--- src/rtl/pinchg_pkg.sv ---
// Package pinchg_pkg
// Shared widths and types for the pin change event queue.
// Assumes an entry is one byte, wide enough for any pin number in use.
package pinchg_pkg;
    localparam int IDX_W = 8;
    typedef logic [IDX_W-1:0] pin_idx_t;
endpackage

--- src/rtl/pinchg_scan.sv ---
// Module pinchg_scan
// Latches pend & mask when idle and walks it one bit per clock, lowest bit
// first. Each set bit becomes a push request carrying its position. If a set
// bit meets a full queue, the walk is abandoned and a drop pulse is raised.
// Assumes VEC_W >= 2 and that q_full reflects the queue state this cycle.
module pinchg_scan
    import pinchg_pkg::*;
#(
    parameter int VEC_W = 32
) (
    input  logic             clk,
    input  logic             rst_n,
    input  logic             vec_valid,
    input  logic [VEC_W-1:0] vec_pend,
    input  logic [VEC_W-1:0] vec_mask,
    input  logic             q_full,
    output logic             vec_ready,
    output logic             push_en,
    output pin_idx_t         push_idx,
    output logic             drop
);
    localparam int SEL_W = $clog2(VEC_W);

    logic             busy;
    logic [VEC_W-1:0] work;
    logic [VEC_W-1:0] work_nxt;
    logic [SEL_W-1:0] pos;
    logic             cur_bit;
    logic [VEC_W-1:0] masked_in;

    // Purpose: decode the bit under the cursor into push or drop.
    always_comb begin
        masked_in = vec_pend & vec_mask;
        cur_bit   = busy && work[pos];
        push_en   = cur_bit && !q_full;
        drop      = cur_bit && q_full;
        push_idx  = pin_idx_t'(pos);
        work_nxt  = work;
        work_nxt[pos] = 1'b0;
        vec_ready = !busy;
    end

    // Purpose: accept a vector when idle, then advance the cursor each cycle.
    always_ff @(posedge clk) begin
        if (!rst_n) begin
            busy <= 1'b0;
            work <= '0;
            pos  <= '0;
        end else if (!busy) begin
            if (vec_valid && (masked_in != '0)) begin
                busy <= 1'b1;
                work <= masked_in;
                pos  <= '0;
            end
        end else if (drop) begin
            busy <= 1'b0;
            work <= '0;
            pos  <= '0;
        end else begin
            work <= work_nxt;
            pos  <= pos + 1'b1;
            if (work_nxt == '0) begin
                busy <= 1'b0;
            end
        end
    end

    // accepting a non-empty vector takes the walker out of the idle state
    p_accept_goes_busy_r7: assert property (@(posedge clk) disable iff (!rst_n)
        (vec_valid && vec_ready && (masked_in != '0)) |=> !vec_ready);

    // a drop ends the walk at once
    p_drop_ends_walk_r4: assert property (@(posedge clk) disable iff (!rst_n)
        drop |=> vec_ready);

    // an empty masked vector never starts a walk
    p_empty_vec_idle_r1: assert property (@(posedge clk) disable iff (!rst_n)
        (vec_ready && (masked_in == '0)) |=> vec_ready);
endmodule

--- src/rtl/pinchg_fifo.sv ---
// Module pinchg_fifo
// Show-ahead circular queue of bytes. A push while full and a pop while
// empty are ignored. Assumes DEPTH >= 2.
module pinchg_fifo
    import pinchg_pkg::*;
#(
    parameter int DEPTH = 64
) (
    input  logic     clk,
    input  logic     rst_n,
    input  logic     push,
    input  pin_idx_t wdata,
    input  logic     pop,
    output pin_idx_t rdata,
    output logic     full,
    output logic     empty
);
    localparam int PTR_W = $clog2(DEPTH);
    localparam int CNT_W = $clog2(DEPTH + 1);
    localparam logic [PTR_W-1:0] LAST = PTR_W'(DEPTH - 1);
    localparam logic [CNT_W-1:0] CAP  = CNT_W'(DEPTH);

    pin_idx_t         mem [DEPTH];
    logic [PTR_W-1:0] wr_ptr;
    logic [PTR_W-1:0] rd_ptr;
    logic [CNT_W-1:0] count;
    logic             do_push;
    logic             do_pop;

    // Purpose: status flags and qualified strobes.
    always_comb begin
        full    = (count == CAP);
        empty   = (count == '0);
        do_push = push && !full;
        do_pop  = pop && !empty;
        rdata   = mem[rd_ptr];
    end

    // Purpose: store pushed bytes.
    always_ff @(posedge clk) begin
        if (do_push) begin
            mem[wr_ptr] <= wdata;
        end
    end

    // Purpose: move the pointers and keep the occupancy count.
    always_ff @(posedge clk) begin
        if (!rst_n) begin
            wr_ptr <= '0;
            rd_ptr <= '0;
            count  <= '0;
        end else begin
            if (do_push) begin
                wr_ptr <= (wr_ptr == LAST) ? '0 : wr_ptr + 1'b1;
            end
            if (do_pop) begin
                rd_ptr <= (rd_ptr == LAST) ? '0 : rd_ptr + 1'b1;
            end
            case ({do_push, do_pop})
                2'b10:   count <= count + 1'b1;
                2'b01:   count <= count - 1'b1;
                default: count <= count;
            endcase
        end
    end

    // occupancy stays within capacity
    p_no_overflow_r3: assert property (@(posedge clk) disable iff (!rst_n)
        count <= CAP);

    // simultaneous push and pop hold the level
    p_pushpop_level_r8: assert property (@(posedge clk) disable iff (!rst_n)
        (do_push && do_pop) |=> $stable(count));

    // a pop on an empty queue with no push leaves it empty
    p_pop_empty_r11: assert property (@(posedge clk) disable iff (!rst_n)
        (pop && empty && !push) |=> empty);
endmodule

--- src/rtl/pinchg_evq.sv ---
// Module pinchg_evq
// Top of the pin change event queue: a bit walker feeding a byte queue,
// with a level interrupt and a sticky overflow flag. Assumes inputs are
// synchronous to clk.
module pinchg_evq
    import pinchg_pkg::*;
#(
    parameter int VEC_W = 32,
    parameter int DEPTH = 64
) (
    input  logic             clk,
    input  logic             rst_n,
    input  logic             vec_valid,
    input  logic [VEC_W-1:0] vec_pend,
    input  logic [VEC_W-1:0] vec_mask,
    output logic             vec_ready,
    input  logic             rd_pop,
    output logic [IDX_W-1:0] rd_data,
    output logic             rd_nonempty,
    output logic             irq,
    output logic             ovf_flag,
    input  logic             ovf_clr
);
    logic     q_full;
    logic     q_empty;
    logic     push_en;
    logic     drop;
    pin_idx_t push_idx;
    pin_idx_t head;

    pinchg_scan #(.VEC_W(VEC_W)) scan_i (
        .clk       (clk),
        .rst_n     (rst_n),
        .vec_valid (vec_valid),
        .vec_pend  (vec_pend),
        .vec_mask  (vec_mask),
        .q_full    (q_full),
        .vec_ready (vec_ready),
        .push_en   (push_en),
        .push_idx  (push_idx),
        .drop      (drop)
    );

    pinchg_fifo #(.DEPTH(DEPTH)) fifo_i (
        .clk   (clk),
        .rst_n (rst_n),
        .push  (push_en),
        .wdata (push_idx),
        .pop   (rd_pop),
        .rdata (head),
        .full  (q_full),
        .empty (q_empty)
    );

    // Purpose: drive the reader-side outputs.
    always_comb begin
        rd_data     = head;
        rd_nonempty = !q_empty;
        irq         = !q_empty;
    end

    // Purpose: sticky overflow flag, set by a drop, cleared on request.
    always_ff @(posedge clk) begin
        if (!rst_n) begin
            ovf_flag <= 1'b0;
        end else if (drop) begin
            ovf_flag <= 1'b1;
        end else if (ovf_clr) begin
            ovf_flag <= 1'b0;
        end
    end

    // the walker never pushes into a full queue
    p_no_push_full_r4: assert property (@(posedge clk) disable iff (!rst_n)
        push_en |-> !q_full);

    // a push always leaves the queue non-empty with the interrupt raised
    p_irq_after_push_r6: assert property (@(posedge clk) disable iff (!rst_n)
        push_en |=> (rd_nonempty && irq));

    // the flag holds until cleared
    p_ovf_sticky_r10: assert property (@(posedge clk) disable iff (!rst_n)
        (ovf_flag && !ovf_clr) |=> ovf_flag);

    // a drop raises the flag
    p_drop_sets_ovf_r10: assert property (@(posedge clk) disable iff (!rst_n)
        drop |=> ovf_flag);
endmodule

--- config.mk ---
export PLATFORM = sky130hd
export DESIGN_NAME = pinchg_evq
export DESIGN_NICKNAME = d
export VERILOG_FILES = /design/src/rtl/pinchg_pkg.sv /design/src/rtl/pinchg_scan.sv /design/src/rtl/pinchg_fifo.sv /design/src/rtl/pinchg_evq.sv
export SDC_FILE = /design/constraint.sdc
export NUM_CORES = 1
export LEC_CHECK = 0
export ABC_AREA = 1
export BUFFER_PORTS_ARGS = -buffer_cell sky130_fd_sc_hd__buf_2
export CELL_PAD_IN_SITES_DETAIL_PLACEMENT = 0
export CELL_PAD_IN_SITES_GLOBAL_PLACEMENT = 1
export CORE_ASPECT_RATIO = 2
export CORE_MARGIN = 8
export CORE_UTILIZATION = 35
export CTS_CLUSTER_SIZE = 12
export DETAILED_ROUTE_END_ITERATION = 10
export PLACE_DENSITY = 0.59
export SYNTH_ARGS = -nofsm -noshare
export SYNTH_HDL_FRONTEND = slang
export SYNTH_SLANG_ARGS = --single-unit
--- constraint.sdc ---
create_clock -name clk -period 4.4 [get_ports clk]
set_clock_uncertainty 0.1 [all_clocks]
set_input_delay 0.66 -clock clk [delete_from_list [all_inputs] [get_ports clk]]
set_output_delay 0.66 -clock clk [all_outputs]
set_load 0.01 [all_outputs]
==> reports/metrics.cfg <==
[synth]
synth.top_cell.area_share_pct=55.5
ys_ff_latch=384
synth_area_sq_mm=0.0173
netlist-cell-type-count=38
yosysSeqAreaShare_pct=62.9
synthTopCellsByArea=edfxtp_1 56%, nand2_1 7.9%, nor2_1 7.5%, dfxtp_1 7.4%, o21ai_0 6.3%
synth_top_area_cell=edfxtp_1
yosysWarnings=0
synthCells=1796
synth_area_per_cell_sq_um=9.64

[clock_network]
cts-htree-levels=2
clock_latency_ns=0.53
postCtsSetupBuffers=0
ctsResizeCount=0
clkTransAtPathRegs_ns=0.06
clock_path_buffers=3
numCtsBuffers=39
tritoncts=done
cts-root-buf=clkbuf_16
cts_sinks=384
ctsHoldBuffers=0

[timing]
slew_headroom_pct=30.4
fmax_mhz=266
setup_viol_count_final=0
final_max_slew_viol_count=0
fin_crit_ns=3.75
rsz0062_at_grt=false
tns_ns=0
period_share_pct=85.3
hold_viol=0
tightest_slew_ns=1.04

[critical_path]
arrival_ns=2.99
worst_path_most_repeated_cell=nand2_1
r2r_start=scan_i.pos[2]$_SDFFE_PN0P_
critical_path_required_ns=3.64
critPathKind=reg -> out
worstPathMaxFanout=45
worstPathCellList=inv_2, buf_12, o21ai_0, o22ai_1, nand2_1, nand2_1, nand2_1, nand3_1, nand3_1, nand2_1, buf_2
rrSetupSlack_ns=0.90
end_kind=output pin
reg2reg_to=fifo_i.count[6]$_SDFFE_PN0P_
endpoint=rd_data[2]
cp_num_buf_inv=3
crit_cells=11
r2r_cells=15
cp-start-kind=flip-flop
cpLargestDelayFamily=buffers and inverters
cpMaxStageDelayCell=dfxtp_2
critical-path-max-stage-delay_ns=0.45

[routing]
drt-pass1-iter-count=4
finalWirelength_microns=52000
drtAntennaViolNets=0
drc_errors=0
wl_per_cell_microns=20.9
vias=12800
via_per_inst=5.13
drt-initial-drc-count=566

[layout]
antenna_cells=0
area_growth_pct=11.8
final_common_cell=nand2_1
final_nets=1911
drive_above_1_share_pct=9.67
layout_common_cells=364 x nand2_1, 345 x nor2_1, 320 x edfxtp_1

[pwr]
power_frac_comb_pct=24.1
p_leak_nw=7.10
ir_worst_vdd_v=0.000260
finalPower_mw=9.43
p_sw_mw=3.01
intPower_mw=6.42
p_sw_share_pct=31.9
powerDensity_mw_per_mm2=487
seqPwrFrac_pct=43.1
pwr-share-clk_pct=32.9

[floorplanning]
pin_count=81
fp.dieH_microns=331
dieArea_sq_mm=0.0573
floorplan.initialDensity_pct=35.3
core_sq_mm=0.0491
row_count=115
dieWidth_microns=173

[worst_hold_path]
whs_path_depth=4
hp-class=in -> reg

[grt]
grt_pass1_wl_microns=79100
grt_antenna_before_repair=0
grt_max_degree=161
gr-total-overflow=0
grt_use_total_pct=18.0
grt_pass1_vias=13200

[placement]
place.gp.congestion=0.865
port_buffers=77
dp_hpwl_microns=36000

[flow_run]
cap_viol_max_count=0

[status]
status=completed

[logic make-up (layout without fill, tap and decap cells)]
family                     after synthesis  in the layout  synth area share (%)
buffers and inverters                  184            238                  4.73
and+or+nand+nor                        842            842                  19.9
AOI/OAI and AO/OA                      362            362                  11.1
xor gates and xnor gates                14             14                 0.708
adders and majority gates                9              9                 0.651
DFF                                    384            384                  62.9
other                                    1              3                0.0217
[routing by layer]
| metal | wire length (microns) | global-route usage, % |
|---|---|---|
| met1 | 17900 | 17.3 |
| met2 | 30000 | 36.8 |
| met3 | 1510 | 1.89 |
| met4 | 2680 | 9.37 |
| met5 | 0 | 0 |
[cell usage after synthesis]
| library cell | count |
|---|---|
| nand2_1 | 364 |
| nor2_1 | 345 |
| edfxtp_1 | 320 |
| o21ai_0 | 218 |
| nand3_1 | 105 |
| o22ai_1 | 80 |
| inv_1 | 73 |
| clkbuf_1 | 70 |
| dfxtp_1 | 64 |
| a21oi_1 | 59 |
| buf_4 | 14 |
| buf_2 | 13 |
| ha_1 | 9 |
| nand2_4 | 9 |
| nand4_1 | 9 |
| xor2_1 | 9 |
| xnor2_1 | 5 |
| inv_2 | 4 |
| buf_1 | 3 |
| buf_6 | 2 |
| buf_8 | 2 |
| nand3_4 | 2 |
| nor2_2 | 2 |
| a211oi_1 | 1 |
| a21oi_2 | 1 |
| buf_12 | 1 |
| clkinv_1 | 1 |
| conb_1 | 1 |
| inv_6 | 1 |
| nand2_2 | 1 |
| nor2_4 | 1 |
| nor2b_1 | 1 |
| nor3_1 | 1 |
| nor3_2 | 1 |
| o211ai_1 | 1 |
| o21bai_1 | 1 |
| o31ai_1 | 1 |
| or2_2 | 1 |
[through the flow]
step | util, % | cells | instance area (sq um) | hold slack (ns) | setup slack, ns
after floorplan | - | 1798 | 17300 | 0.334 | 0.814
after global placement | 37.1 | 2435 | 18200 | 0.353 | 0.923
after detailed placement | 37.1 | 2435 | 18200 | 0.356 | 0.889
after CTS | 39.4 | 2495 | 19400 | 0.236 | 0.592
after global routing | 39.4 | 2495 | 19400 | 0.301 | 0.449
final | 39.4 | 2495 | 19400 | 0.276 | 0.646
[power by group through the flow]
stage / sequential [mW] / clock, mW / combinational [mW]
6_report: 4.06 / 3.10 / 2.27
3_5_place_dp: 4.14 / 0 / 2.32
5_1_grt: 4.07 / 3.30 / 2.57
4_1_cts: 4.06 / 3.18 / 2.32
3_3_place_gp: 4.14 / 0 / 2.32
2_1_floorplan: 4.10 / 0 / 1.55
[sequential cells by signal, summed over array words and instances (netlist names), named ones only]
name / count
fifo_i.mem: 320
scan_i.work: 32
fifo_i.count: 7
fifo_i.rd_ptr: 6
fifo_i.wr_ptr: 6
scan_i.pos: 5
ovf_flag: 1
scan_i.busy: 1
[worst min-delay path by stage]
| stage | from | to | slack [ns] |
|---|---|---|---|
| after global placement | ovf_flag$_SDFFE_PN0P_ | ovf_flag$_SDFFE_PN0P_ | 0.35 |
| after floorplan | fifo_i.rd_ptr[4]$_SDFFE_PN0N_ | flip-flop | 0.33 |
| after global routing | ovf_clr | ovf_flag$_SDFFE_PN0P_ | 0.30 |
| final | ovf_clr | ovf_flag$_SDFFE_PN0P_ | 0.28 |
| after detailed placement | ovf_flag$_SDFFE_PN0P_ | ovf_flag$_SDFFE_PN0P_ | 0.36 |
| after CTS | ovf_clr | ovf_flag$_SDFFE_PN0P_ | 0.24 |
[layout make-up]
class	count	area, sq um
sequential	384	10900
timing repair buffer	99	601
clock buffer	54	1080
multi-input combinational	1230	5610
inverter	79	304
clock inverter	6	53.8
tap	643	805
fill	4847	29700
[worst register-to-register path: stages (launching register included)]
cell     delay [ns]
dfxtp_2        0.59
inv_1          0.30
nor2_1         0.31
nand2_1        0.09
nand2_1        0.13
nor2_2         0.08
nand2_4        0.13
nand3_4        0.17
ha_1           0.43
xnor2_1        0.40
o21ai_0        0.18
nand2_1        0.09
nand3_1        0.08
xor2_1         0.15
nand2_1        0.06
a21oi_1        0.06
No activity file was read; power rests on OpenSTA's default activity.
